===== src/rtl/rng_periph_pkg.sv =====
package rng_periph_pkg;
  localparam int unsigned WORD_W = 32;
  typedef logic [WORD_W-1:0] word_t;

  localparam int unsigned OFF_CTRL = 'h000;
  localparam int unsigned OFF_STAT = 'h010;
  localparam int unsigned OFF_SEED = 'h140;
  localparam int unsigned OFF_OUT  = 'h160;

  localparam int unsigned CTRL_ENGINE = 3;
  localparam int unsigned CTRL_START  = 4;

  localparam int unsigned ST_READY = 0;
  localparam int unsigned ST_SEEDED = 1;
  localparam int unsigned ST_BUSY  = 2;
  localparam int unsigned ST_SW_LO = 3;
  localparam int unsigned ST_SW_HI = 4;
  localparam int unsigned ST_DONE  = 5;

  localparam word_t STATE_INIT = 32'h2545_F491;

  function automatic word_t xs_step(input word_t x);
    word_t y;
    y = x ^ (x << 13);
    y = y ^ (y >> 17);
    y = y ^ (y << 5);
    return y;
  endfunction
endpackage


===== src/rtl/rng_seed_track.sv =====
module rng_seed_track #(
  parameter int unsigned NUM_WORDS = 5,
  localparam int unsigned IDX_W = (NUM_WORDS > 1) ? $clog2(NUM_WORDS) : 1
) (
  input  logic             clk,
  input  logic             rst_n,
  input  logic             seed_we,
  input  logic [IDX_W-1:0] seed_idx,
  output logic             all_seeded
);
  logic [NUM_WORDS-1:0] track_q;
  logic [NUM_WORDS-1:0] track_d;

  for (genvar g = 0; g < NUM_WORDS; g++) begin : g_slot
    always_comb begin
      track_d[g] = track_q[g];
      if (seed_we && (seed_idx == IDX_W'(g))) track_d[g] = 1'b1;
    end
  end

  always_ff @(posedge clk or negedge rst_n) begin
    if (!rst_n) track_q <= '0;
    else if (seed_we) track_q <= track_d;
  end

  assign all_seeded = &track_q;
endmodule


===== src/rtl/rng_gen_core.sv =====
module rng_gen_core
  import rng_periph_pkg::*;
#(
  parameter int unsigned NUM_WORDS = 5,
  localparam int unsigned IDX_W = (NUM_WORDS > 1) ? $clog2(NUM_WORDS) : 1
) (
  input  logic                        clk,
  input  logic                        rst_n,
  input  logic                        fold_we,
  input  word_t                       fold_data,
  input  logic                        start,
  output logic                        busy,
  output logic                        finish,
  output logic [NUM_WORDS-1:0][WORD_W-1:0] words
);
  localparam logic [IDX_W-1:0] LAST_IDX = IDX_W'(NUM_WORDS - 1);

  word_t            state_q, state_d;
  logic             busy_q, busy_d;
  logic [IDX_W-1:0] idx_q, idx_d;
  logic             state_en;
  word_t            mixed;
  word_t            stepped;
  logic [NUM_WORDS-1:0][WORD_W-1:0] words_q;

  assign stepped = xs_step(state_q);
  assign finish  = busy_q && (idx_q == LAST_IDX);

  always_comb begin
    mixed = state_q ^ fold_data;
    if (mixed == '0) mixed = STATE_INIT;
  end

  always_comb begin
    state_d  = state_q;
    state_en = 1'b0;
    busy_d   = busy_q;
    idx_d    = idx_q;
    if (busy_q) begin
      state_d  = stepped;
      state_en = 1'b1;
      idx_d    = idx_q + 1'b1;
      if (finish) begin
        busy_d = 1'b0;
        idx_d  = '0;
      end
    end else if (start) begin
      busy_d = 1'b1;
      idx_d  = '0;
    end else if (fold_we) begin
      state_d  = xs_step(mixed);
      state_en = 1'b1;
    end
  end

  always_ff @(posedge clk or negedge rst_n) begin
    if (!rst_n) begin
      busy_q <= 1'b0;
      idx_q  <= '0;
    end else begin
      busy_q <= busy_d;
      idx_q  <= idx_d;
    end
  end

  always_ff @(posedge clk or negedge rst_n) begin
    if (!rst_n) state_q <= STATE_INIT;
    else if (state_en) state_q <= state_d;
  end

  for (genvar g = 0; g < NUM_WORDS; g++) begin : g_word
    logic load;
    assign load = busy_q && (idx_q == IDX_W'(g));
    always_ff @(posedge clk or negedge rst_n) begin
      if (!rst_n) words_q[g] <= '0;
      else if (load) words_q[g] <= stepped;
    end
  end

  assign busy  = busy_q;
  assign words = words_q;
endmodule


===== src/rtl/seeded_rng_periph.sv =====
module seeded_rng_periph
  import rng_periph_pkg::*;
#(
  parameter int unsigned NUM_WORDS = 5,
  parameter int unsigned ADDR_W    = 9,
  localparam int unsigned IDX_W    = (NUM_WORDS > 1) ? $clog2(NUM_WORDS) : 1,
  localparam int unsigned SPAN     = 4 * NUM_WORDS
) (
  input  logic              clk,
  input  logic              rst_n,
  input  logic [ADDR_W-1:0] bus_addr,
  input  logic              bus_we,
  input  logic [31:0]       bus_wdata,
  input  logic              bus_re,
  output logic [31:0]       bus_rdata
);
  logic [ADDR_W-1:0] seed_off, out_off;
  logic              hit_ctrl, hit_stat, hit_seed, hit_out;
  logic [IDX_W-1:0]  seed_idx, out_idx;

  assign seed_off = bus_addr - ADDR_W'(OFF_SEED);
  assign out_off  = bus_addr - ADDR_W'(OFF_OUT);
  assign hit_ctrl = (bus_addr == ADDR_W'(OFF_CTRL));
  assign hit_stat = (bus_addr == ADDR_W'(OFF_STAT));
  assign hit_seed = (bus_addr >= ADDR_W'(OFF_SEED)) && (seed_off < ADDR_W'(SPAN))
                    && (seed_off[1:0] == 2'b00);
  assign hit_out  = (bus_addr >= ADDR_W'(OFF_OUT)) && (out_off < ADDR_W'(SPAN))
                    && (out_off[1:0] == 2'b00);
  assign seed_idx = seed_off[2 +: IDX_W];
  assign out_idx  = out_off[2 +: IDX_W];

  logic ctrl_we, stat_we, seed_we;
  assign ctrl_we = bus_we && hit_ctrl;
  assign stat_we = bus_we && hit_stat;
  assign seed_we = bus_we && hit_seed;

  logic  seed_done;
  logic  gen_busy, gen_finish, gen_start;
  logic [NUM_WORDS-1:0][WORD_W-1:0] gen_words;

  rng_seed_track #(.NUM_WORDS(NUM_WORDS)) u_track (
    .clk        (clk),
    .rst_n      (rst_n),
    .seed_we    (seed_we),
    .seed_idx   (seed_idx),
    .all_seeded (seed_done)
  );

  assign gen_start = ctrl_we && seed_done && bus_wdata[CTRL_ENGINE] && bus_wdata[CTRL_START];

  rng_gen_core #(.NUM_WORDS(NUM_WORDS)) u_gen (
    .clk       (clk),
    .rst_n     (rst_n),
    .fold_we   (seed_we),
    .fold_data (bus_wdata),
    .start     (gen_start),
    .busy      (gen_busy),
    .finish    (gen_finish),
    .words     (gen_words)
  );

  // Control and status registers
  word_t      ctrl_q, ctrl_d;
  logic       done_q, done_d;
  logic [1:0] sw_q, sw_d;

  always_comb begin
    ctrl_d = bus_wdata;
    ctrl_d[CTRL_START] = 1'b0;
  end

  always_comb begin
    done_d = done_q;
    sw_d   = sw_q;
    if (stat_we) begin
      done_d = bus_wdata[ST_DONE];
      sw_d   = bus_wdata[ST_SW_HI:ST_SW_LO];
    end
    if (gen_finish) done_d = 1'b1;
  end

  always_ff @(posedge clk or negedge rst_n) begin
    if (!rst_n) ctrl_q <= '0;
    else if (ctrl_we) ctrl_q <= ctrl_d;
  end

  always_ff @(posedge clk or negedge rst_n) begin
    if (!rst_n) begin
      done_q <= 1'b0;
      sw_q   <= '0;
    end else if (stat_we || gen_finish) begin
      done_q <= done_d;
      sw_q   <= sw_d;
    end
  end

  word_t status;
  always_comb begin
    status = '0;
    status[ST_READY]          = 1'b1;
    status[ST_SEEDED]         = seed_done;
    status[ST_BUSY]           = gen_busy;
    status[ST_SW_HI:ST_SW_LO] = sw_q;
    status[ST_DONE]           = done_q;
  end

  always_comb begin
    bus_rdata = '0;
    if (bus_re) begin
      if (hit_ctrl)     bus_rdata = ctrl_q;
      else if (hit_stat) bus_rdata = status;
      else if (hit_out)  bus_rdata = gen_words[out_idx];
    end
  end
endmodule


===== config.mk =====
export PLATFORM = sky130hd
export DESIGN_NAME = seeded_rng_periph
export DESIGN_NICKNAME = d
export VERILOG_FILES = /design/src/rtl/rng_periph_pkg.sv /design/src/rtl/rng_seed_track.sv /design/src/rtl/rng_gen_core.sv /design/src/rtl/seeded_rng_periph.sv
export SDC_FILE = /design/constraint.sdc
export NUM_CORES = 1
export LEC_CHECK = 0
export ABC_AREA = 0
export BUFFER_PORTS_ARGS = -buffer_cell sky130_fd_sc_hd__buf_4
export CAP_MARGIN = 10
export CORE_ASPECT_RATIO = 1.4
export CORE_UTILIZATION = 36
export CTS_BUF_LIST = sky130_fd_sc_hd__clkbuf_16
export DETAILED_ROUTE_END_ITERATION = 12
export GPL_TIMING_DRIVEN = 0
export SETUP_SLACK_MARGIN = 0.4
export SYNTH_ARGS = -nofsm -noshare
export SYNTH_HDL_FRONTEND = slang
export SYNTH_SLANG_ARGS = --single-unit

===== constraint.sdc =====
create_clock -name clk -period 6.4 [get_ports clk]
set_clock_uncertainty 0.1 [all_clocks]
set_input_delay 1.28 -clock clk [delete_from_list [all_inputs] [get_ports clk]]
set_output_delay 1.28 -clock clk [all_outputs]
set_load 0.01 [all_outputs]

---- After elaboration in Yosys (flattened, before gate mapping) ----
Cells that the tools add are included.
cells by class
  add/subtract/negate cells ............... 3
  $lt $le $gt $ge ......................... 5
  equality and inequality tests ........... 10
  muxes and demuxes ....................... 21
  bitwise logic cells ..................... 7
  reduce and logical (&&, ||, !) cells .... 39
operator list
  cell                                                       number
  2-to-1 mux 32 bit                                          9
  bitwise XOR 32 bit                                         5
  binary-select mux 32 bit (select 3 bit)                    1
  bitwise XOR 32 x 15 -> 32 bit                              2
  zero test 32 bit                                           1
  logical AND 1 bit                                          20
  greater-or-equal comparator 9 bit (second input constant)  2
  < comparator 9 x 5 -> 1 bit (second input constant)        2
  subtractor 9 bit (second input constant)                   2
  AND reduction 2 bit                                        7
  == test 3 x 2 -> 1 bit (second input constant)             4
  == test 9 x 5 -> 1 bit (second input constant)             1
  zero test 9 bit                                            1
  2-to-1 mux 3 bit                                           3
  2-to-1 mux 1 bit                                           8
  == test 3 x 1 -> 1 bit (second input constant)             2
  == test 3 bit (second input constant)                      2
  zero test 3 bit                                            2
  nonzero test 2 bit                                         3
  AND reduction 5 bit                                        1
  zero test 2 bit                                            2
  < comparator 3 x 4 -> 1 bit (second input constant)        1
  adder 3 x 1 -> 3 bit (second input constant)               1
  AND reduction 3 bit                                        1
  2 further kinds                                            2
word-level totals
  register bits after elaboration ......... 235
  input port bits ......................... 45
  output and inout port bits .............. 32
  word-level logic and storage cells ...... 101

---- Depth between registers and ports, before layout ----
  depth in word-level cells ............... 9
  gate-level depth with buffers ........... 9
  mapped depth without buffers ............ 7

---- Cells and area by module ----
Synthesis repeated with hierarchy kept, for this count alone.
second synthesis, totals
  cell total of the unflattened synthesis .. 1194
  area total of the unflattened synthesis .. 12413.2 um^2
modules (own cells, without submodules)
  module             instances  cells each  area an instance (um^2)  sequential area each (um^2)
  rng_gen_core       1          856         9115.0                   4922.2
  seeded_rng_periph  1          321         3080.5                   850.8
  rng_seed_track     1          17          217.7                    125.1

---- Worst setup path after synthesis ----
Ideal clock, no wire load.
  path kind ............................... input -> output
  start point ............................. input bus_addr[3]
  end point ............................... output bus_rdata[16]
  arrival ................................. 2.930 ns
  required time ........................... 5.020 ns
  slack ................................... 2.090 ns
  stages .................................. 7
  path buffers ............................ 2
  path through ............................ clkbuf_1 nor2_1 nand4_1 nor2_1 clkbuf_1 a22oi_1 nor2b_1
on the way
  longest elaborated chain between the ends .. 8
  elaborated cells between the ends (all ways) .. 13
  those cells by class .................... 1 x add/sub; 2 x order compare; 1 x eq/ne; 6 x mux; 3 x reduce/logical
ends and longest elaborated chain
  element                      line                      text
  start: declaration           seeded_rng_periph.sv:11   input logic [ADDR_W-1:0] bus_addr,
  subtractor 9 bit             seeded_rng_periph.sv:22   assign out_off = bus_addr - ADDR_W'(OFF_OUT);
  < comparator 9 x 5 -> 1 bit  seeded_rng_periph.sv:27   assign hit_out = (bus_addr >= ADDR_W'(OFF_OUT)) && (out_off < ADDR_W'(SPAN))
  logical AND 1 bit            seeded_rng_periph.sv:27
  logical AND 1 bit            seeded_rng_periph.sv:28   && (out_off[1:0] == 2'b00);
  2-to-1 mux 32 bit            seeded_rng_periph.sv:112  else if (hit_out) bus_rdata = gen_words[out_idx];
  2-to-1 mux 32 bit            seeded_rng_periph.sv:111  else if (hit_stat) bus_rdata = status;
  2-to-1 mux 32 bit (*)        seeded_rng_periph.sv:110  if (hit_ctrl) bus_rdata = ctrl_q;
  2-to-1 mux 32 bit (*)        seeded_rng_periph.sv:109  if (bus_re) begin
  end: declaration             seeded_rng_periph.sv:15   output logic [31:0] bus_rdata
Every way passes the cells marked *; elsewhere a longest branch is shown, timed or not. The select of a mux whose other input is x is not followed.

---- Final worst setup path ----
  start point ............................. input bus_addr[3]
  end point ............................... output bus_rdata[25]
Same word-level chain as after synthesis.

==> insert_results.sql <==
INSERT INTO impl_metrics (metric_group, metric, value, unit) VALUES
('placed_design', 'placement.setup.worst_slack', '731.6', 'ps'),
('pwr', 'p_clk_share', '16.9', '%'),
('timing', 'timing.final.hold_violations', '0', ''),
('clock_tree', 'clock_pin_slew_reported_for_the_worst_setup_and_hold_paths_after_clock_tree_synthesis', '60', 'ps'),
('timing', 'crit_path_setup_slack_layout', '698.5', 'ps'),
('floorplan', 'core_region_area', '34030', 'um^2'),
('worst_setup_path', 'crit_type', 'input port to output pin', ''),
('routing', 'wl', '43.75', 'mm'),
('pwr', 'internal_power', '4443', 'uW'),
('worst_setup_path', 'crit-reg2reg-launch', 'u_gen.state_q[7]', ''),
('worst_setup_path', 'cp_max_fo', '10', ''),
('floorplan', 'top_level_ports', '77', ''),
('synth', 'avgSynthCellArea', '10.02', 'um^2'),
('hold_path', 'hold_path_sink', 'u_track.track_q[0]', ''),
('grt', 'grt_first_pass_wirelength', '65.46', 'mm'),
('finish', 'layout-area-overhead-vs-synth', '15.80', '%'),
('synth', 'area_fraction_in_compound_gates_after_synthesis', '15.04', '%'),
('routing', 'post_drt_via_cell_ratio', '5.533', ''),
('clock_tree', 'ctsRootBufferMaster', 'sky130_fd_sc_hd__clkbuf_16', ''),
('grt', 'grt_start_max_net_pins', '102', ''),
('grt', 'grt_util_met3', '2.862', '%'),
('worst_setup_path', 'worstPathArrival', '4320', 'ps'),
('routing', 'remaining_drc_errors', '0', ''),
('status', 'status', 'complete, no violations', ''),
('worst_setup_path', 'r2r_cells', '5', ''),
('routing', 'firstDrtPassIters', '5', ''),
('clock_tree', 'post-cts-setup-buffers', '0', ''),
('timing', 'final_setup_viols', '0', ''),
('finish', 'finalNetCount', '1398', ''),
('floorplan', 'die_height', '222.0', 'um'),
('synth', 'synthCells', '1241', ''),
('grt', 'grt_util_met1', '30.15', '%'),
('clock_tree', 'cts-buffers-inserted', '25', ''),
('clock_tree', 'ctsHoldBuffers', '0', ''),
('floorplan', 'dieArea', '35320', 'um^2'),
('finish', 'layout-drive-gt1-share', '13.43', '%'),
('synth', 'netlist.top_cell.by_area', 'sky130_fd_sc_hd__dfrtp_1', ''),
('synth', 'synth-edff-count', '0', ''),
('grt', 'antenna_violations_before_repair', '0', ''),
('timing', 'slew_violations', '0', ''),
('grt', 'grt-busiest-layer', 'met2', ''),
('routing', 'vias', '10037', ''),
('placed_design', 'numPortBuffers', '74', ''),
('synth', 'yosys.area.top_type_share', '44.45', '%'),
('synth', 'synthArstFlopShare', '100.0', '%'),
('worst_setup_path', 'startpoint_type', 'input port', ''),
('clock_tree', 'ctsResizeCount', '0', ''),
('finish', 'n_antenna_cell', '0', ''),
('synth', 'synth.area.top_cells', 'sky130_fd_sc_hd__dfrtp_1 (44%), sky130_fd_sc_hd__xnor2_1 (8.2%), sky130_fd_sc_hd__o21ai_0 (6.3%), sky130_fd_sc_hd__nand2_1 (5.7%), sky130_fd_sc_hd__mux2i_1 (3.5%)', ''),
('finish', 'layout.area.seq', '5898', 'um^2'),
('pwr', 'comb_power_share', '52.4', '%'),
('clock_tree', 'cts-root-to-sink-buffers', '3', ''),
('synth', 'yosys_register_bits', '235', ''),
('hold_path', 'timing.hold.worst_path_depth', '1', ''),
('flow_run', 'drv_cap', '0', ''),
('synth', 'yosys.area_share.xor_xnor', '13.46', '%'),
('pwr', 'switching_share', '46.61', '%'),
('worst_setup_path', 'worstReg2RegEnd', 'u_gen.words[40]', ''),
('pwr', 'power_density', '577.7', 'nW/um^2'),
('timing', 'max_slew_margin', '15.26', '%'),
('timing', 'timing.fmax', '175.4', 'MHz'),
('grt', 'global_route.overflow_total', '0', ''),
('floorplan', 'total_number_of_placement_rows', '80', ''),
('grt', 'met2_usage', '42.77', '%'),
('synth', 'synth_adder_area_share', '0.8046', '%'),
('synth', 'mappedNetlistArea', '12440', 'um^2'),
('floorplan', 'initial_utilization', '36.56', '%'),
('floorplan', 'die_boundary_width', '159.1', 'um'),
('hold_path', 'timing.hold.worst.start', 'u_track.track_q[0]', ''),
('grt', 'groute.usage.overall', '24.97', '%'),
('pwr', 'p_seq_share', '30.7', '%');
per-stage QoR:
stage          cell area [um^2]  utilization (%)  std cells  total power, uW
6_report                  14410            42.33       1814             8323
5_1_grt                   14410            42.33       1814             8762
4_1_cts                   14410            42.33       1814             8264
3_5_place_dp              13630            40.05       1769             6848
3_3_place_gp              13560            39.85       1766             6758
2_1_floorplan             12440                -       1241             5372
logic make-up (layout without fill, tap and decap cells):
group / after synthesis / after routing
AND/OR/NAND/NOR: 309 / 309
flip-flops: 235 / 235
buffers and inverters: 106 / 228
AO/OA/AOI/OAI: 324 / 324
XOR/XNOR: 171 / 171
adder cells (fa/ha/maj): 8 / 8
multiplexers: 88 / 88
metal layers:
layer	wire [um]	vias up
met2	21580	387
met3	2353	106
li1	-	4488
met5	0	-
met1	17200	5056
met4	2617	0
state kept, by name, summed over array words and instances (netlist names):
name and cells:
u_gen.idx_q 3, u_gen.words 160, u_track.track_q 5, done_q 1, u_gen.busy 1, u_gen.state_q 32
ctrl_q 31, sw_q 2
worst max-delay path, stage by stage:
cell,delay [ps]
sky130_fd_sc_hd__clkbuf_1,180
sky130_fd_sc_hd__nor2_1,580
sky130_fd_sc_hd__nand4_1,440
sky130_fd_sc_hd__nor2_1,710
sky130_fd_sc_hd__clkbuf_1,590
sky130_fd_sc_hd__a22oi_1,260
sky130_fd_sc_hd__nor2b_1,150
sky130_fd_sc_hd__buf_4,130
layout make-up:
cell class | count | share of cell area (%)
multi-input combinational | 900 | 42.37
clock inverter | 20 | 1.042
tap | 451 | 3.917
sequential | 235 | 40.94
inverter | 20 | 0.5211
buffer | 86 | 2.527
timing repair buffer | 77 | 4.343
clock buffer | 25 | 4.343
synth_stat cells (all sizes together) (5+ instances only):
library cell / count
dfstp: 14
xor2: 42
a21oi: 37
xnor3: 6
inv: 20
xnor2: 123
mux2: 33
a211o: 7
nor3: 19
o21ai: 198
mux2i: 43
a211oi: 11
o211ai: 5
clkbuf: 69
and3: 5
nand4: 7
nand2: 189
nor2: 34
a22oi: 22
nor2b: 26
dfrtp: 221
o31a: 14
nand3: 15
buf: 17
ha: 8
mux4: 12
o22ai: 12
a21boi: 7
worst max-delay path by stage:
| stage | slack [ps] | cells past startpoint | endpoint | from |
|---|---|---|---|---|
| finish | 700 | 8 | bus_rdata[25] | bus_addr[3] |
| floorplan | 2090 | 7 | bus_rdata[16] | bus_addr[3] |
| global route | 530 | 8 | bus_rdata[23] | bus_addr[3] |
| detailed placement | 730 | 8 | bus_rdata[24] | bus_addr[3] |
| CTS | 730 | 8 | bus_rdata[24] | bus_addr[3] |
| global placement | 730 | 8 | bus_rdata[25] | bus_addr[3] |
power by group through the flow:
stage                     logic (uW)  registers (uW)  clock network [uW]
after floorplan                 2920            2450                   0
after global placement          4220            2540                   0
after detailed placement        4280            2570                   0
after CTS                       4290            2540                1430
after global routing            4660            2620                1480
final                           4360            2550                1410
No activity file was read; power rests on OpenSTA's default activity.
